$ cat config.mk
export PLATFORM = sky130hd
export DESIGN_NAME = nib_core
export DESIGN_NICKNAME = d
export VERILOG_FILES = /design/src/rtl/nib_pkg.sv /design/src/rtl/nib_opsel.sv /design/src/rtl/nib_branch.sv /design/src/rtl/nib_alu.sv /design/src/rtl/nib_core.sv
export SDC_FILE = /design/constraint.sdc
export NUM_CORES = 1
export LEC_CHECK = 0
export BUFFER_PORTS_ARGS = -buffer_cell sky130_fd_sc_hd__buf_4
export CAP_MARGIN = 5
export CELL_PAD_IN_SITES_DETAIL_PLACEMENT = 0
export CELL_PAD_IN_SITES_GLOBAL_PLACEMENT = 2
export CORE_UTILIZATION = 43
export CTS_BUF_LIST = sky130_fd_sc_hd__clkbuf_2 sky130_fd_sc_hd__clkbuf_4 sky130_fd_sc_hd__clkbuf_8
export DETAILED_ROUTE_END_ITERATION = 8
export PLACE_DENSITY_LB_ADDON = 0.1
export SYNTH_ARGS = -nofsm -noshare
export SYNTH_HDL_FRONTEND = slang
export SYNTH_SLANG_ARGS = --single-unit
$ cat constraint.sdc
create_clock -name clk -period 33.5 [get_ports clk]
set_input_delay 5.025 -clock clk [delete_from_list [all_inputs] [get_ports clk]]
set_output_delay 5.025 -clock clk [all_outputs]
set_load 0.005 [all_outputs]
$ cat src/rtl/nib_pkg.sv
package nib_pkg;

    localparam int DW   = 8;
    localparam int AW   = DW;
    localparam int OPW  = 4;
    localparam int SELW = 2;
    localparam int NSEL = 2;

    // status bit positions (software-visible)
    localparam int FLAG_ZERO = 0;
    localparam int FLAG_LESS = 1;
    localparam int FLAG_EQU  = 2;
    localparam int FLAG_GRT  = 3;
    localparam int FLAG_CRY  = 4;
    localparam int FLAG_NEG  = 5;

    typedef enum logic [OPW-1:0] {
        OP_ADD = 4'h0, OP_SUB = 4'h1, OP_MUL = 4'h2, OP_DIV = 4'h3,
        OP_REM = 4'h4, OP_INC = 4'h5, OP_DEC = 4'h6, OP_MOV = 4'h7,
        OP_AND = 4'h8, OP_IOR = 4'h9, OP_XOR = 4'hA, OP_CMP = 4'hB,
        OP_BZE = 4'hC, OP_BLT = 4'hD, OP_BEQ = 4'hE, OP_BGT = 4'hF
    } opcode_e;

    typedef enum logic [SELW-1:0] {
        SEL_MEM = 2'd0,
        SEL_ACC = 2'd1,
        SEL_PC  = 2'd2,
        SEL_STS = 2'd3
    } sel_e;

    typedef enum logic [1:0] {
        PH_FETCH  = 2'd0,
        PH_DECODE = 2'd1,
        PH_OPER   = 2'd2,
        PH_EXEC   = 2'd3
    } phase_e;

    typedef struct packed {
        phase_e        phase;
        logic [AW-1:0] pc;
        logic [DW-1:0] acc;
        logic [DW-1:0] sts;
        logic [DW-1:0] ir;
        logic [DW-1:0] opnd;
    } core_regs_t;

    function automatic logic is_branch_op(input logic [DW-1:0] instr);
        return instr[DW-1 -: 2] == 2'b11;
    endfunction

    function automatic logic needs_operand(input logic [DW-1:0] instr);
        return is_branch_op(instr)
            || (instr[3:2] == SEL_MEM)
            || (instr[1:0] == SEL_MEM);
    endfunction

endpackage

$ cat src/rtl/nib_opsel.sv
module nib_opsel
    import nib_pkg::*;
#(
    parameter int W = DW
) (
    input  logic [SELW-1:0] sel,
    input  logic [W-1:0]    mem_val,
    input  logic [W-1:0]    acc_val,
    input  logic [W-1:0]    pc_val,
    input  logic [W-1:0]    sts_val,
    output logic [W-1:0]    val
);

    always_comb begin
        unique case (sel_e'(sel))
            SEL_MEM: val = mem_val;
            SEL_ACC: val = acc_val;
            SEL_PC:  val = pc_val;
            SEL_STS: val = sts_val;
            default: val = '0;
        endcase
    end

endmodule

$ cat src/rtl/nib_branch.sv
module nib_branch
    import nib_pkg::*;
#(
    parameter int W = DW
) (
    input  logic [OPW-1:0] opcode,
    input  logic [W-1:0]   sts,
    output logic           is_branch,
    output logic           taken
);

    logic cond_bit;

    always_comb begin
        is_branch = opcode[OPW-1 -: 2] == 2'b11;
        unique case (opcode_e'(opcode))
            OP_BZE:  cond_bit = sts[FLAG_ZERO];
            OP_BLT:  cond_bit = sts[FLAG_LESS];
            OP_BEQ:  cond_bit = sts[FLAG_EQU];
            OP_BGT:  cond_bit = sts[FLAG_GRT];
            default: cond_bit = 1'b0;
        endcase
        taken = is_branch && cond_bit;
    end

endmodule

$ cat src/rtl/nib_alu.sv
module nib_alu
    import nib_pkg::*;
#(
    parameter int W = DW
) (
    input  logic [OPW-1:0] opcode,
    input  logic [W-1:0]   tgt_val,
    input  logic [W-1:0]   src_val,
    output logic [W-1:0]   result,
    output logic [W-1:0]   flags,
    output logic           wr_result,
    output logic           wr_flags
);

    localparam int PW = 2 * W;

    logic [W:0]    sum_w;
    logic [PW-1:0] prod_w;
    logic          carry;
    logic          negative;
    logic          div_zero;
    logic          cmp_mode;
    logic [W-1:0]  lhs;
    logic [W-1:0]  rhs;
    opcode_e       op;

    assign op     = opcode_e'(opcode);
    assign sum_w  = {1'b0, tgt_val} + {1'b0, src_val};
    assign prod_w = {{W{1'b0}}, tgt_val} * {{W{1'b0}}, src_val};

    always_comb begin
        result   = tgt_val;
        carry    = 1'b0;
        negative = 1'b0;
        div_zero = 1'b0;
        cmp_mode = 1'b0;
        unique case (op)
            OP_ADD: begin
                result = sum_w[W-1:0];
                carry  = sum_w[W];
            end
            OP_SUB: begin
                result   = tgt_val - src_val;
                negative = src_val > tgt_val;
            end
            OP_MUL: begin
                result = prod_w[W-1:0];
                carry  = |prod_w[PW-1:W];
            end
            OP_DIV: begin
                if (src_val == '0) div_zero = 1'b1;
                else               result   = tgt_val / src_val;
            end
            OP_REM: begin
                if (src_val == '0) div_zero = 1'b1;
                else               result   = tgt_val % src_val;
            end
            OP_INC: begin
                result = tgt_val + W'(1);
                carry  = &tgt_val;
            end
            OP_DEC: begin
                result   = tgt_val - W'(1);
                negative = ~|tgt_val;
            end
            OP_MOV: result = src_val;
            OP_AND: result = tgt_val & src_val;
            OP_IOR: result = tgt_val | src_val;
            OP_XOR: result = tgt_val ^ src_val;
            OP_CMP: cmp_mode = 1'b1;
            default: result = tgt_val;
        endcase
    end

    // relation operands: compare checks target vs source, others new vs old
    assign lhs = cmp_mode ? tgt_val : result;
    assign rhs = cmp_mode ? src_val : tgt_val;

    always_comb begin
        flags            = '0;
        flags[FLAG_ZERO] = !cmp_mode && ((result == '0) || div_zero);
        flags[FLAG_LESS] = lhs <  rhs;
        flags[FLAG_EQU]  = lhs == rhs;
        flags[FLAG_GRT]  = lhs >  rhs;
        flags[FLAG_CRY]  = carry;
        flags[FLAG_NEG]  = negative;
    end

    assign wr_result = opcode <= OP_XOR;
    assign wr_flags  = (opcode <= OP_CMP) && (op != OP_MOV);

endmodule

$ cat src/rtl/nib_core.sv
module nib_core
    import nib_pkg::*;
#(
    parameter logic [AW-1:0] RESET_PC = '0
) (
    input  logic          clk,
    input  logic          rst,
    output logic [AW-1:0] mem_addr,
    output logic [DW-1:0] mem_wdata,
    output logic          mem_we,
    input  logic [DW-1:0] mem_rdata
);

    localparam core_regs_t REGS_RESET = '{
        phase: PH_FETCH,
        pc:    RESET_PC,
        acc:   '0,
        sts:   '0,
        ir:    '0,
        opnd:  '0
    };

    core_regs_t cur_q;
    core_regs_t nxt_d;

    // decoded fields of the held instruction
    logic [OPW-1:0]  op_field;
    logic [SELW-1:0] sel_field [NSEL];
    logic [DW-1:0]   sel_val   [NSEL];
    logic            uses_opnd;
    logic [AW-1:0]   pc_plus1;
    logic [AW-1:0]   pc_plus2;

    assign op_field     = cur_q.ir[DW-1 -: OPW];
    assign sel_field[0] = cur_q.ir[3:2];   // target
    assign sel_field[1] = cur_q.ir[1:0];   // source
    assign uses_opnd    = needs_operand(cur_q.ir);
    assign pc_plus1     = cur_q.pc + AW'(1);
    assign pc_plus2     = cur_q.pc + AW'(2);

    genvar gi;
    generate
        for (gi = 0; gi < NSEL; gi++) begin : g_sel
            nib_opsel #(.W(DW)) u_opsel (
                .sel     (sel_field[gi]),
                .mem_val (cur_q.opnd),
                .acc_val (cur_q.acc),
                .pc_val  (cur_q.pc),
                .sts_val (cur_q.sts),
                .val     (sel_val[gi])
            );
        end
    endgenerate

    logic [DW-1:0] alu_res;
    logic [DW-1:0] alu_flags;
    logic          alu_wr_res;
    logic          alu_wr_flags;

    nib_alu #(.W(DW)) u_alu (
        .opcode    (op_field),
        .tgt_val   (sel_val[0]),
        .src_val   (sel_val[1]),
        .result    (alu_res),
        .flags     (alu_flags),
        .wr_result (alu_wr_res),
        .wr_flags  (alu_wr_flags)
    );

    logic br_is;
    logic br_taken;

    nib_branch #(.W(DW)) u_branch (
        .opcode    (op_field),
        .sts       (cur_q.sts),
        .is_branch (br_is),
        .taken     (br_taken)
    );

    always_comb begin
        nxt_d     = cur_q;
        mem_addr  = pc_plus1;
        mem_wdata = alu_res;
        mem_we    = 1'b0;
        unique case (cur_q.phase)
            PH_FETCH: begin
                mem_addr    = cur_q.pc;
                nxt_d.phase = PH_DECODE;
            end
            PH_DECODE: begin
                nxt_d.ir    = mem_rdata;
                nxt_d.phase = needs_operand(mem_rdata) ? PH_OPER : PH_EXEC;
            end
            PH_OPER: begin
                nxt_d.opnd  = mem_rdata;
                nxt_d.phase = PH_EXEC;
            end
            PH_EXEC: begin
                nxt_d.phase = PH_FETCH;
                if (br_is) begin
                    nxt_d.pc = br_taken ? cur_q.opnd : pc_plus2;
                end else begin
                    nxt_d.pc = uses_opnd ? pc_plus2 : pc_plus1;
                    if (alu_wr_flags) nxt_d.sts = alu_flags;
                    if (alu_wr_res) begin
                        unique case (sel_e'(sel_field[0]))
                            SEL_MEM: mem_we    = 1'b1;
                            SEL_ACC: nxt_d.acc = alu_res;
                            SEL_PC:  nxt_d.pc  = alu_res;
                            SEL_STS: nxt_d.sts = alu_res;
                            default: nxt_d.acc = cur_q.acc;
                        endcase
                    end
                end
            end
            default: nxt_d.phase = PH_FETCH;
        endcase
    end

    always_ff @(posedge clk) begin
        if (rst) cur_q <= REGS_RESET;
        else     cur_q <= nxt_d;
    end

endmodule

==> impl.org <==
** Worst setup path
- The largest individual stage delay along the critical path comes from the cell sky130_fd_sc_hd__o32ai_1.
- The largest single stage delay on the critical path is 940 ps.
- Required time of the worst setup path :: 28,470 ps
- The worst setup path is captured at an output port.
- WP data arrival :: 14,370 ps
- Highest fanout seen on the critical path :: 14
- The worst setup path is of the register to output port kind.
- Critical path startpoint category :: register

** STA
- Static timing analysis puts the maximum clock frequency at 51.55 MHz.
- For the pin with the worst max-slew slack, the measured transition is 1078 ps.
- Total count of max-transition violations in the final report :: 0
- Post-layout min period :: 19,400 ps
- The hold violation count in the final report was 0.
- Setup TNS :: 0 ps
- Worst slew margin relative to its limit :: 27.91%
- In the finished design, the share of the clock period the worst path needs comes to 57.91%.
- The clock arrives with 10.29 ps of skew.
- Setup repair after global routing left no endpoint under its margin.
- Setup violations remaining at the end of the flow were counted as 0.

** Synthesis
- Fraction of synthesized cell area taken by the top area cell type :: 16.37%
- The most common cell in the synthesized netlist is sky130_fd_sc_hd__nor2_1.
- The Yosys step of the flow raised 0 warnings.
- Sequential-to-total area share from yosys stat :: 9.243%
- Of all flip-flops after synthesis, the portion carrying an async set or reset was 0%.
- Counting every instance in the synthesized netlist gives 1,202.
- Most area-consuming cells after synthesis :: sky130_fd_sc_hd__ha_1, sky130_fd_sc_hd__dfxtp_1, sky130_fd_sc_hd__fa_1
- Primary flip-flop cell chosen by synthesis mapping :: sky130_fd_sc_hd__dfxtp_1
- Largest area contributor in the netlist :: sky130_fd_sc_hd__ha_1
- The netlist uses 82 different library cells.
- After synthesis, the mean cell area works out to 7.568 µm².
- Post-synthesis instance area :: 0.009096 mm²
- By count the netlist is led by sky130_fd_sc_hd__nor2_1, sky130_fd_sc_hd__ha_1, sky130_fd_sc_hd__inv_1.
- Net Count, Synth :: 1,371
- Synthesis inferred 42 register bits.
- Yosys mapped a number of flops with a built-in enable equal to 0.

** Clock tree
- Total setup buffers inserted after CTS :: 0
- TritonCTS clock tree :: yes
- Buffers inserted during clock tree synthesis total 5.
- Maximum buffer depth of the clock tree :: 2
- Number of gates given a new drive strength after cts :: 0
- Clock-pin slew was measured on the worst setup and hold paths at 90 ps.
- Later-pin clock latency in the skew report :: 310 ps
- Quantity of hold-fixing buffers added after cts :: 0
- In this run the number of H-tree levels came out at 2.
- Clock tree synthesis selected as its root buffer the cell sky130_fd_sc_hd__clkbuf_8.
- Sinks on Clock Net :: 42

** Status
- The run finished with clean final reports.

** Placed design
- Weighted congestion at the end of routability-driven global placement :: 0.9281
- Area after detailed placement :: 0.009463 mm²
- Detailed placement ended at an HPWL of 24.85 mm.
- Count of port buffers added during placement :: 26

** Global route
- Wire length of the first global-routing pass :: 50.28 mm
- Maximum number of pins on one net before global-route repair :: 40
- Final global-route overflow total :: 0
- The initial antenna violation count was 0.
- Number of global-route vias before repair :: 8,706
- GR Util All Layers :: 29.90%

** Die
- Die Span Y :: 147.4 µm
- Floorplan die area :: 0.02174 mm²
- Floorplan core area :: 0.02049 mm²
- For this design the top-level I/O count stands at 27.
- The initialized floorplan defines 52 standard-cell rows.
- The floorplan step set the die width to 147.4 µm.
- Once the floorplan was initialized, standard cells occupied 44.38% of the core.

** Hold path
- Path class of the lowest-slack min-delay path :: register to register

** Layout
- At the end of the flow the core is filled with cells to 46.84%.
- Counting flops per register, the top entry is cur_q.
- Final design area excluding fillers :: 0.009600 mm²
- Synth-to-Final Area Change :: 5.543%
- Flip-flop count of the largest register, all copies and words added :: 42
- Total inserted antenna cells :: 0
- At the end of the flow, the number of nets in the layout was 1,358.
- Fraction of layout instances using a drive strength above 1 :: 7.731%
- The largest registers in the layout are cur_q (42).

** Drt
- After detailed routing, the average wire length per cell comes to 21.87 µm.
- Post-detailed-route count of antenna-violating nets :: 0
- Wirelength, routed :: 31.93 mm
- Starting DRT DRC Count :: 703
- The routed layout has 8,894 vias.
- Using the TritonRoute via totals, the vias-per-cell ratio works out to 6.092.
- The first TritonRoute pass finished after 5 iterations.
- In the routed design, unresolved DRC markers number 0.

** Run
- Max-Cap Viols :: 0
-- metrics by stage --
| stage | instances | setup WS [ps] | hold slack (ps) |
|---|---|---|---|
| final | 1460 | 14100 | 547.4 |
| after global placement | 1452 | 14950 | 510.6 |
| after floorplan | 1202 | 16880 | 465.3 |
| after CTS | 1460 | 14410 | 543.2 |
| after global routing | 1460 | 12870 | 576.2 |
| after detailed placement | 1452 | 14820 | 525.4 |
-- placed cells by master, fill, tap and decap left out, types with 5 or more instances in the layout --
master	Yosys	routed
sky130_fd_sc_hd__o211ai_1	8	8
sky130_fd_sc_hd__ha_1	119	119
sky130_fd_sc_hd__and3_1	7	7
sky130_fd_sc_hd__xor2_1	16	16
sky130_fd_sc_hd__a21o_1	15	15
sky130_fd_sc_hd__mux2_2	9	9
sky130_fd_sc_hd__nand2_1	82	82
sky130_fd_sc_hd__o22ai_1	12	12
sky130_fd_sc_hd__xnor2_1	34	34
sky130_fd_sc_hd__a22o_1	5	5
sky130_fd_sc_hd__inv_1	94	94
sky130_fd_sc_hd__a32oi_1	6	6
sky130_fd_sc_hd__a221oi_1	5	5
sky130_fd_sc_hd__clkinv_1	11	11
sky130_fd_sc_hd__nand3_1	19	19
sky130_fd_sc_hd__nand4_1	8	8
sky130_fd_sc_hd__or2_2	5	5
sky130_fd_sc_hd__nor4_1	8	8
sky130_fd_sc_hd__fa_1	40	40
sky130_fd_sc_hd__a31oi_1	12	12
sky130_fd_sc_hd__clkbuf_8	0	5
sky130_fd_sc_hd__or3_1	11	11
sky130_fd_sc_hd__o21a_1	27	27
sky130_fd_sc_hd__nor2_1	167	167
sky130_fd_sc_hd__o31ai_1	6	6
sky130_fd_sc_hd__dfxtp_1	42	42
sky130_fd_sc_hd__a311oi_1	5	5
sky130_fd_sc_hd__nor2b_1	15	15
sky130_fd_sc_hd__o21ai_0	69	69
sky130_fd_sc_hd__a211oi_1	18	18
sky130_fd_sc_hd__buf_4	3	40
sky130_fd_sc_hd__nand2b_1	18	18
sky130_fd_sc_hd__a22oi_1	7	7
sky130_fd_sc_hd__mux2i_1	34	34
sky130_fd_sc_hd__mux4_2	17	17
sky130_fd_sc_hd__nor3_1	30	30
sky130_fd_sc_hd__a21oi_1	83	83
-- final timing paths --
| check | start | depth (start not counted) | slack (ps) | end |
|---|---|---|---|---|
| setup reg to reg | cur_q[9] | 59 | 18050 | cur_q[19] |
| hold / removal | cur_q[31] | 2 | 550 | cur_q[31] |
| hold reg to reg | cur_q[31] | 2 | 550 | cur_q[31] |
| setup / recovery | cur_q[9] | 52 | 14100 | mem_wdata[5] |
-- cell type report --
class / instances / area, µm²
inverter: 105 / 394.1
clock buffer: 5 / 68.82
multi-input combinational: 995 / 7590
sequential: 42 / 840.8
tap: 270 / 337.8
clock inverter: 3 / 68.82
fill: 2150 / 10890
timing repair buffer: 40 / 300.3
-- layer usage --
metal	GRT usage [%]	routed length, µm	share of wire, %
met1	42.27	15080	47
met2	47.50	14120	44
met3	3.519	1860	5.8
met4	9.227	866	2.7
met5	0	0	0
-- cell families (layout without fill, tap and decap cells) --
group	count (synthesis)	in the layout	synth area share (%)
buffers and inverters	165	153	7.318
AO/OA/AOI/OAI	335	335	24.48
multiplexers	61	61	9.230
AND/OR/NAND/NOR	390	390	19.74
adder cells (fa/ha/maj)	159	159	25.17
flip-flops	42	42	9.244
XOR/XNOR	50	50	4.814
-- worst max-delay path: cells and delay by family, from the launching register on --
kind                     cells  cell delay, ps
AND/OR/NAND/NOR             15            3050
AO/OA/AOI/OAI               26            6680
buffers and inverters        2             390
adder cells (fa/ha/maj)      7            2460
flip-flops                   1             660
multiplexers                 2             840
Power is left out: the tool's default activity adds up to more than one toggle a clock period on the data nets, which glitch-free logic cannot reach.
